**src/rtl/slowexp_pkg.sv**
```systemverilog
package slowexp_pkg;
   typedef enum logic {
      SRC_STORE = 1'b0,
      SRC_LIVE  = 1'b1
   } src_e;

   function automatic int unsigned depth_of(input int unsigned w, input int unsigned h);
      return w * h;
   endfunction
endpackage

```
**src/rtl/slowexp_seq.sv**
```systemverilog
module slowexp_seq #(
   parameter int LEN_W = 4
) (
   input  logic             clk,
   input  logic             rst_n,
   input  logic             frame_sync_i,
   input  logic [LEN_W-1:0] accum_len_i,
   output logic             live_o,
   output logic             capture_o
);
   logic [LEN_W-1:0] ph_q;
   logic [LEN_W-1:0] len_q;
   logic [LEN_W-1:0] last_ph;
   logic             armed_q;
   logic             stored_q;
   logic             at_release;

   always_comb begin
      last_ph    = (len_q == '0) ? '0 : len_q - LEN_W'(1);
      at_release = (ph_q >= last_ph);
   end

   always_ff @(posedge clk or negedge rst_n) begin
      if (!rst_n) begin
         ph_q     <= '0;
         len_q    <= LEN_W'(1);
         armed_q  <= 1'b0;
         stored_q <= 1'b0;
      end else if (frame_sync_i) begin
         armed_q <= 1'b1;
         if (ph_q == '0 && armed_q) begin
            stored_q <= 1'b1;
         end
         if (at_release) begin
            ph_q  <= '0;
            len_q <= accum_len_i;
         end else begin
            ph_q <= ph_q + LEN_W'(1);
         end
      end
   end

   assign live_o    = (ph_q == '0);
   assign capture_o = live_o & armed_q;

   p_sync_only_r7 : assert property (@(posedge clk) disable iff (!rst_n)
      !$stable(live_o) |-> $past(frame_sync_i));

   p_short_live_r6 : assert property (@(posedge clk) disable iff (!rst_n)
      (frame_sync_i && len_q <= LEN_W'(1)) |=> live_o);

   p_replay_stored_r9 : assert property (@(posedge clk) disable iff (!rst_n)
      !live_o |-> stored_q);

   p_phase_bound_r2 : assert property (@(posedge clk) disable iff (!rst_n)
      ph_q <= last_ph);
endmodule

```
**src/rtl/slowexp_raster.sv**
```systemverilog
module slowexp_raster #(
   parameter int DEPTH = 32,
   localparam int AW = $clog2(DEPTH),
   localparam int CW = $clog2(DEPTH + 1)
) (
   input  logic          clk,
   input  logic          rst_n,
   input  logic          sync_i,
   input  logic          step_i,
   output logic [AW-1:0] addr_o,
   output logic          in_range_o
);
   logic [CW-1:0] pos_q;

   always_ff @(posedge clk or negedge rst_n) begin
      if (!rst_n) begin
         pos_q <= '0;
      end else if (sync_i) begin
         pos_q <= '0;
      end else if (step_i && in_range_o) begin
         pos_q <= pos_q + CW'(1);
      end
   end

   always_comb begin
      in_range_o = (pos_q < CW'(DEPTH));
      addr_o     = in_range_o ? pos_q[AW-1:0] : AW'(DEPTH - 1);
   end

   p_addr_bound_r5 : assert property (@(posedge clk) disable iff (!rst_n)
      pos_q <= CW'(DEPTH));
endmodule

```
**src/rtl/slowexp_fbuf.sv**
```systemverilog
module slowexp_fbuf #(
   parameter int DATA_W = 10,
   parameter int DEPTH  = 32,
   localparam int AW = $clog2(DEPTH)
) (
   input  logic              clk,
   input  logic              rst_n,
   input  logic [AW-1:0]     addr_i,
   input  logic              wr_en_i,
   input  logic [DATA_W-1:0] wr_data_i,
   input  logic              rd_en_i,
   output logic [DATA_W-1:0] rd_data_o
);
   logic [DATA_W-1:0] mem [DEPTH];

   always_ff @(posedge clk) begin
      if (wr_en_i) begin
         mem[addr_i] <= wr_data_i;
      end
   end

   always_ff @(posedge clk or negedge rst_n) begin
      if (!rst_n) begin
         rd_data_o <= '0;
      end else if (rd_en_i) begin
         rd_data_o <= mem[addr_i];
      end
   end

   p_no_rw_clash_r3 : assert property (@(posedge clk) disable iff (!rst_n)
      !(wr_en_i && rd_en_i));
endmodule

```
**src/rtl/slowexp_ctrl.sv**
```systemverilog
module slowexp_ctrl
   import slowexp_pkg::*;
#(
   parameter int DATA_W         = 10,
   parameter int FRAME_W        = 8,
   parameter int FRAME_H        = 4,
   parameter int LEN_W          = 4,
   parameter bit RD_ACTIVE_HIGH = 1'b1,
   localparam int DEPTH = int'(depth_of(FRAME_W, FRAME_H)),
   localparam int AW    = $clog2(DEPTH)
) (
   input  logic              clk,
   input  logic              rst_n,
   input  logic              frame_sync_i,
   input  logic [DATA_W-1:0] pix_i,
   input  logic              pix_valid_i,
   input  logic              rd_pulse_i,
   input  logic [LEN_W-1:0]  accum_len_i,
   output logic              rd_pulse_o,
   output logic              live_en_o,
   output logic [DATA_W-1:0] pix_o,
   output logic              pix_valid_o
);
   if (DATA_W < 1) begin : g_bad_data
      $error("slowexp_ctrl: DATA_W must be at least 1");
   end
   if (FRAME_W < 2 || FRAME_H < 1) begin : g_bad_frame
      $error("slowexp_ctrl: frame must hold at least two pixels");
   end
   if (DEPTH > 4096) begin : g_bad_depth
      $error("slowexp_ctrl: frame store larger than 4096 entries");
   end
   if (LEN_W < 2) begin : g_bad_len
      $error("slowexp_ctrl: LEN_W must be at least 2");
   end

   logic              live;
   logic              capture;
   logic              accept;
   logic [AW-1:0]     addr;
   logic              in_range;
   logic              wr_en;
   logic              rd_en;
   logic [DATA_W-1:0] store_q;
   logic [DATA_W-1:0] live_pix_q;
   src_e              src_q;

   slowexp_seq #(.LEN_W(LEN_W)) u_seq (
      .clk          (clk),
      .rst_n        (rst_n),
      .frame_sync_i (frame_sync_i),
      .accum_len_i  (accum_len_i),
      .live_o       (live),
      .capture_o    (capture)
   );

   assign accept = pix_valid_i & ~frame_sync_i;

   slowexp_raster #(.DEPTH(DEPTH)) u_raster (
      .clk        (clk),
      .rst_n      (rst_n),
      .sync_i     (frame_sync_i),
      .step_i     (accept),
      .addr_o     (addr),
      .in_range_o (in_range)
   );

   assign wr_en = accept & capture & in_range;
   assign rd_en = accept & ~live;

   slowexp_fbuf #(.DATA_W(DATA_W), .DEPTH(DEPTH)) u_fbuf (
      .clk       (clk),
      .rst_n     (rst_n),
      .addr_i    (addr),
      .wr_en_i   (wr_en),
      .wr_data_i (pix_i),
      .rd_en_i   (rd_en),
      .rd_data_o (store_q)
   );

   always_ff @(posedge clk or negedge rst_n) begin
      if (!rst_n) begin
         live_pix_q  <= '0;
         src_q       <= SRC_LIVE;
         pix_valid_o <= 1'b0;
      end else begin
         live_pix_q  <= pix_i;
         src_q       <= live ? SRC_LIVE : SRC_STORE;
         pix_valid_o <= accept;
      end
   end

   assign pix_o     = (src_q == SRC_LIVE) ? live_pix_q : store_q;
   assign live_en_o = live;

   if (RD_ACTIVE_HIGH) begin : g_gate_hi
      assign rd_pulse_o = rd_pulse_i & live;
      p_gate_closed_r1 : assert property (@(posedge clk) disable iff (!rst_n)
         !live_en_o |-> !rd_pulse_o);
   end else begin : g_gate_lo
      assign rd_pulse_o = rd_pulse_i | ~live;
      p_gate_closed_r1 : assert property (@(posedge clk) disable iff (!rst_n)
         !live_en_o |-> rd_pulse_o);
   end

   p_valid_latency_r4 : assert property (@(posedge clk) disable iff (!rst_n)
      pix_valid_o |-> $past(pix_valid_i));

   p_sync_drop_r10 : assert property (@(posedge clk) disable iff (!rst_n)
      frame_sync_i |=> !pix_valid_o);
endmodule

```
**config.mk**
```make
export PLATFORM = sky130hd
export DESIGN_NAME = slowexp_ctrl
export DESIGN_NICKNAME = d
export VERILOG_FILES = /design/src/rtl/slowexp_pkg.sv /design/src/rtl/slowexp_seq.sv /design/src/rtl/slowexp_raster.sv /design/src/rtl/slowexp_fbuf.sv /design/src/rtl/slowexp_ctrl.sv
export SDC_FILE = /design/constraint.sdc
export NUM_CORES = 1
export LEC_CHECK = 0
export BUFFER_PORTS_ARGS = -buffer_cell sky130_fd_sc_hd__buf_2
export CORE_MARGIN = 4
export CORE_UTILIZATION = 40
export DETAILED_ROUTE_END_ITERATION = 12
export MAX_ROUTING_LAYER = met4
export PLACE_DENSITY = 0.62
export SLEW_MARGIN = 20
export SYNTH_ARGS = -nofsm -noshare
export SYNTH_HDL_FRONTEND = slang
export SYNTH_SLANG_ARGS = --single-unit
export TNS_END_PERCENT = 100
```
**constraint.sdc**
```tcl
create_clock -name clk -period 2.95 [get_ports clk]
set_clock_uncertainty 0.1 [all_clocks]
set_input_delay 0.1475 -clock clk [delete_from_list [all_inputs] [get_ports clk]]
set_output_delay 0.1475 -clock clk [all_outputs]
set_load 0.02 [all_outputs]
```
# Word-level counts from Yosys, hierarchy flattened
# Memory sizes are Yosys's and may differ from the RTL's. A register that Yosys moved wholly into a read port is not among the register bits.
# Cells that the tools add are included.
[totals]
regBits = 27
latch_bits = 0
mem_bits_rw = 320
rom_bits = 0
in_bits = 19
output_inout_bits = 13
mem_count = 1
[memory_table]
columns = ["memory", "words", "word_bits", "rd", "rd_ports_with_merged_regs", "wr", "line", "rtl"]
rows = [
  ["u_fbuf.mem", 32, 10, 1, 1, 1, "slowexp_fbuf.sv:14", "logic [DATA_W-1:0] mem [DEPTH];"],
]
[op_classes]
addsub = 3
mul = 0
div_mod_pow = 0
order_cmp = 2
eq_ne = 0
shift = 0
mux = 9
bitwise = 8
reduce_logical = 6
[ops]
columns = ["op", "n"]
rows = [
  ["6-bit two-way mux", 2],
  ["10-bit two-way mux", 1],
  ["4-bit logical NOT", 2],
  ["4-bit two-way mux", 2],
  ["6-bit by 1-bit adder with 6-bit output, second input constant", 1],
  ["1-bit AND", 6],
  ["6-bit less-than comparator, second input constant", 1],
  ["5-bit two-way mux", 1],
  ["4-bit by 1-bit adder with 4-bit output, second input constant", 1],
  ["4-bit >= comparator", 1],
  ["4-bit by 1-bit subtractor with 4-bit output, second input constant", 1],
  ["1-bit two-way mux", 3],
  ["1-bit NOT", 2],
  ["2-bit AND reduction", 1],
  ["2-bit nonzero test", 1],
  ["1-bit logical AND", 1],
  ["1-bit logical NOT", 1],
]

# Longest topological paths before layout
[depth]
depth_word = 6
mapped_depth = 10
ltp_nobuf = 9

# By module
# Synthesis repeated with hierarchy kept, for this count alone.
[hier_totals]
hier_cells = 747
hier_area_um2 = 14212.4
[modules_own_cells]
columns = ["module", "instances", "cells_each", "area_each_um2"]
rows = [
  ["slowexp_fbuf", 1, 635, 12811.0],
  ["slowexp_seq", 1, 52, 573.0],
  ["slowexp_ctrl", 1, 27, 493.0],
  ["slowexp_raster", 1, 33, 335.3],
]

# Worst setup path after synthesis
# Ideal clock, no wire load.
[synth_path]
kind = "register -> register"
startpoint = "register u_seq.ph_q[0]"
endpoint = "memory u_fbuf.mem[17][0] (enable)"
setup_ns = 0.376
t_arrival_ns = 2.481
required_ns = 2.474
slack_ns = -0.007
path_stages_with_launch = 8
n_path_buf = 0
cell_sequence = "dfrtp_1 -> inv_1 -> ha_1 -> nor3b_1 -> and4b_1 -> and2_1 -> nand2_1 -> nor2_1"
[synth_via]
elab_chain_len = 6
[synth_lines]
columns = ["element", "line", "rtl"]
rows = [
  ["start, declared", "slowexp_seq.sv:11", "logic [LEN_W-1:0] ph_q;"],
  ["start signal, assigned", "slowexp_seq.sv:38", "ph_q <= ph_q + LEN_W'(1);"],
  ["4-bit logical NOT", "-", ""],
  ["named net live_en_o", "slowexp_ctrl.sv:20", "output logic live_en_o,"],
  ["1-bit AND", "slowexp_seq.sv:44", "assign capture_o = live_o & armed_q;"],
  ["1-bit AND (2 in series)", "slowexp_ctrl.sv:68", "assign wr_en = accept & capture & in_range;"],
  ["1-bit two-way mux", "slowexp_fbuf.sv:17", "if (wr_en_i) begin"],
  ["1-bit two-way mux (not written as such)", "slowexp_fbuf.sv:18", "mem[addr_i] <= wr_data_i;"],
  ["end, declared", "slowexp_fbuf.sv:14", ""],
]
# The timed path passes the listed nets, and every way through them passes these cells.

# Worst setup path after layout
[layout_path]
startpoint = "register u_raster.pos_q[0]"
endpoint = "register u_fbuf.rd_data_o[0], read port of u_fbuf.mem"
[layout_via]
elab_chain_len = 2
[layout_lines]
columns = ["element", "line", "rtl"]
rows = [
  ["start, declared", "slowexp_raster.sv:13", "logic [CW-1:0] pos_q;"],
  ["start signal, assigned", "slowexp_raster.sv:21", "pos_q <= pos_q + CW'(1);"],
  ["6-bit less-than comparator", "slowexp_raster.sv:26", "in_range_o = (pos_q < CW'(DEPTH));"],
  ["5-bit two-way mux *", "slowexp_raster.sv:27", "addr_o = in_range_o ? pos_q[AW-1:0] : AW'(DEPTH - 1);"],
  ["end, declared", "slowexp_fbuf.sv:12", "output logic [DATA_W-1:0] rd_data_o"],
]
# Mark *: on every way between the ends. The rest lies on a longest branch, timed or not.
# A chain may end at the register's enable or synchronous reset.

==> summary.md <==
| Metric | Value |
|---|---|
| Outcome | completed |
| Syn_nets | roughly 950 |
| Gate Count Post-Synth | approximately 930 |
| Worst hold-check path type | input port to register |
| Vias per std cell | between 5 and 6 |
| CP startpoint | u_raster.pos_q[0]$_DFFE_PN0P_ |
| CP Class | register to register |
| Max frequency | approximately 0.38 GHz |
| GRT Resource Usage Total | 20.3% |
| Final GP Congestion | 0.906 |
| Final hold vios | 0 |
| Reg-to-reg setup timing slack | between 0.3 and 0.4 ns |
| Hpwl dp | between 20 and 25 mm |
| Max_slew headroom | between 30% and 40% |
| Post-cts resize count | 0 |
| Filler instances | 3055 |
| Final Max Slew Viols | 0 |
| Port Buffers | 31 |
| Hold WS | approximately 0.032 ns |
| Asr flop ratio synth | 10.4% |
| Crit Path Max Fanout | 31 |
| DIE AREA | 39200 um2 |
| Leak pwr | between 5 and 6 nW |
| H-tree depth | 2 |
| Top-area cell type share of the netlist area | 66.5% |
| Min Clock Period, post-route | 2.65 ns |
| Largest net degree at the start of global routing | 55 |
| Mapped Area | 14400 um2 |
| Vias | slightly below 9000 |
| Sequential share of the synthesized area | between 70% and 80% |
| Root buf cell | clkbuf_16 |
| CTS tree | done |
| Clk buf depth | 3 |
| WL final | around 40 mm |
| Reg-to-reg startpoint | u_raster.pos_q[0]$_DFFE_PN0P_ |
| RSZ-0062 raised after global routing | no |
| Final worst-path cycle share | around nine tenths |
| Final ANT Viol Nets | 0 |
| Share of layout cells above drive strength 1 | approximately a fifth |
| DRT iter0 DRCs | 1069 |
| Max-cap violations | 0 |
| First-pass GRT wire length | 58.0 mm |
| Synth Flop Type | edfxtp_1 |
| Crit. End Element | register |
| Synthesized flop and latch total | 357 |
| Layout Nets | roughly 1100 |
| Vias in the first global route | approximately 8700 |
| Clk_lat worst skew | 0.52 ns |
| Worst EP arrival | around 3 ns |
| Site Rows | ~70 |
| Die height | between 150 and 200 um |
| P per Cell Area | approximately 700 nW/um2 |
| Largest area contributor in the netlist | edfxtp_1 |
| TritonRoute pass-1 iters | 6 |
| Wire length per cell | 25.6 um |
| Top cells by area, synth | edfxtp_1, dfrtp_1, mux2i_1, a221oi_1, nor2_1 |
| Post-CTS setup buffer count | 0 |
| Post-synthesis average cell area | 15.6 um2 |
| Cts-stage hold buffer count | 8 |
| Initial antenna violation count | 1 |
| # setup viols final | 0 |
| Worst IR drop on VDD | approximately 500 uV |
| GR Overflow Total | 0 |
| Yosys warnings | 0 |
| TritonCTS Buffers | 38 |
| # IOs | 32 |
| Die span in x | 198 um |
| Worst Min Path Start | pix_i[6] |
| Number of synthesized flops with an enable pin | 320 |
| Distinct cells, synth | between 60 and 70 |
| Starting Density | around two fifths |
| P&R area growth vs syn | 16.4% |
| Setup TNS | 0 ns |
| Drc violations | 0 |
| CP required | ~3.3 ns |
| Clk slew on worst S/H paths | about 0.06 ns |
| CTS sink cnt | about 360 |
| Core area | between 30000 and 40000 um2 |
| Worst-margin pin slew | approximately 0.9 ns |
| Crit start category | register |
-- per-layer routing --
layer / track usage (%) / routed length (um) / up-vias
li1: - / - / 3903
met1: 29.6 / 17000 / 4553
met2: 30.5 / 17900 / 442
met3: 3.27 / 3360 / 51
met4: 4.08 / 686 / 0
met5: - / 0 / -
-- critical path, cell delays in order (launching register included) --
cell and delay [ns]:
dfrtp_4 0.50, buf_12 0.18, or2_1 0.41, buf_4 0.26, o211ai_1 0.19, a21oi_1 0.05
or4_1 0.47, o311a_1 0.21, a31oi_1 0.18
-- cells by family (layout without fill, tap and decap cells) --
| group | Yosys count | after routing | share of synthesized area, % |
|---|---|---|---|
| AOI/OAI and AO/OA | 237 | 237 | 11.9 |
| xor gates and xnor gates | 7 | 7 | 0.425 |
| adders and majority gates | 7 | 7 | 0.606 |
| buffers and inverters | 68 | 201 | 2.45 |
| DFF | 357 | 357 | 73.0 |
| muxes | 73 | 73 | 5.68 |
| other | 0 | 1 | 0 |
| and+or+nand+nor | 178 | 178 | 6.02 |
-- stage by stage --
step                area, um2  instances  power (W)  worst slack [ns]  utilization [%]
CTS                     16800       1521     0.0120             0.303             47.3
floorplan               14400        927    0.00691             0.333                -
global route            16800       1522     0.0123             0.184             47.3
finish                  16800       1522     0.0119             0.301             47.3
global placement        15600       1445    0.00757             0.359             43.8
detailed placement      15600       1445    0.00758             0.328             43.8
-- area by class of cell --
type	instances	area [um2]	share of cell area (%)
Sequential cell	357	10500	62.7
Multi-Input combinational cell	502	3560	21.1
Clock buffer	52	1030	6.15
Timing Repair Buffer	127	971	5.77
Tap cell	461	577	3.43
Clock inverter	16	108	0.640
Inverter	6	22.5	0.134
Antenna cell	1	2.50	0.0149
-- cells in the final DEF, fill, tap and decap left out, types with 5 or more instances in the layout --
| master | instances |
|---|---|
| nor2b_1 | 15 |
| nand2b_1 | 8 |
| inv_1 | 5 |
| dlygate4sd3_1 | 8 |
| o22ai_1 | 14 |
| a221oi_1 | 35 |
| a31oi_1 | 9 |
| mux2_2 | 22 |
| clkbuf_16 | 39 |
| buf_12 | 6 |
| nand3_1 | 9 |
| edfxtp_1 | 320 |
| o211ai_1 | 7 |
| buf_4 | 82 |
| ha_1 | 7 |
| a22oi_1 | 17 |
| a211oi_1 | 23 |
| o221ai_1 | 9 |
| and2_1 | 8 |
| o21ai_0 | 26 |
| clkinv_1 | 8 |
| mux4_2 | 5 |
| clkbuf_1 | 12 |
| mux2i_1 | 46 |
| dfrtp_1 | 33 |
| or2_2 | 5 |
| nor2_1 | 72 |
| buf_2 | 31 |
| nand2_1 | 33 |
| a21oi_1 | 42 |
| a22o_1 | 21 |
| nor3_1 | 5 |
-- synth_stat cells, types with 10 or more instances --
master,count
dfrtp_1,35
a22o_1,21
o21ai_0,26
a22oi_1,17
buf_4,10
buf_2,30
nor2_1,72
edfxtp_1,320
a211oi_1,23
o22ai_1,14
a221oi_1,35
mux2i_1,46
nor2b_1,15
clkbuf_1,16
nand2_1,33
mux2_2,22
a21oi_1,42
-- final timing paths --
kind / end / cells after the start
max: u_fbuf.rd_data_o[0]$_DFFE_PN0P_ / 8
min: live_pix_q[6]$_DFF_PN0_ / 1
max reg2reg: u_fbuf.rd_data_o[0]$_DFFE_PN0P_ / 8
min reg2reg: u_seq.armed_q$_DFFE_PN0P_ / 1
max in group asynchronous: u_raster.pos_q[0]$_DFFE_PN0P_ / 2
min in group asynchronous: u_fbuf.rd_data_o[1]$_DFFE_PN0P_ / 2
-- state kept, by name (all words and copies together) (netlist names) --
| signal | flops |
|---|---|
| u_fbuf.mem | 320 |
| live_pix_q | 10 |
| u_fbuf.rd_data_o | 10 |
| u_raster.pos_q | 6 |
| u_seq.len_q | 4 |
| u_seq.ph_q | 4 |
| pix_valid_o | 1 |
| src_q | 1 |
| u_seq.armed_q | 1 |
-- where the power goes --
part	internal [W]	switching, W
clock network	0.00255	0.00184
registers	0.00569	0.000170
logic	0.000656	0.000974
total	0.00889	0.00298
Power figures use the tool's default switching activity.
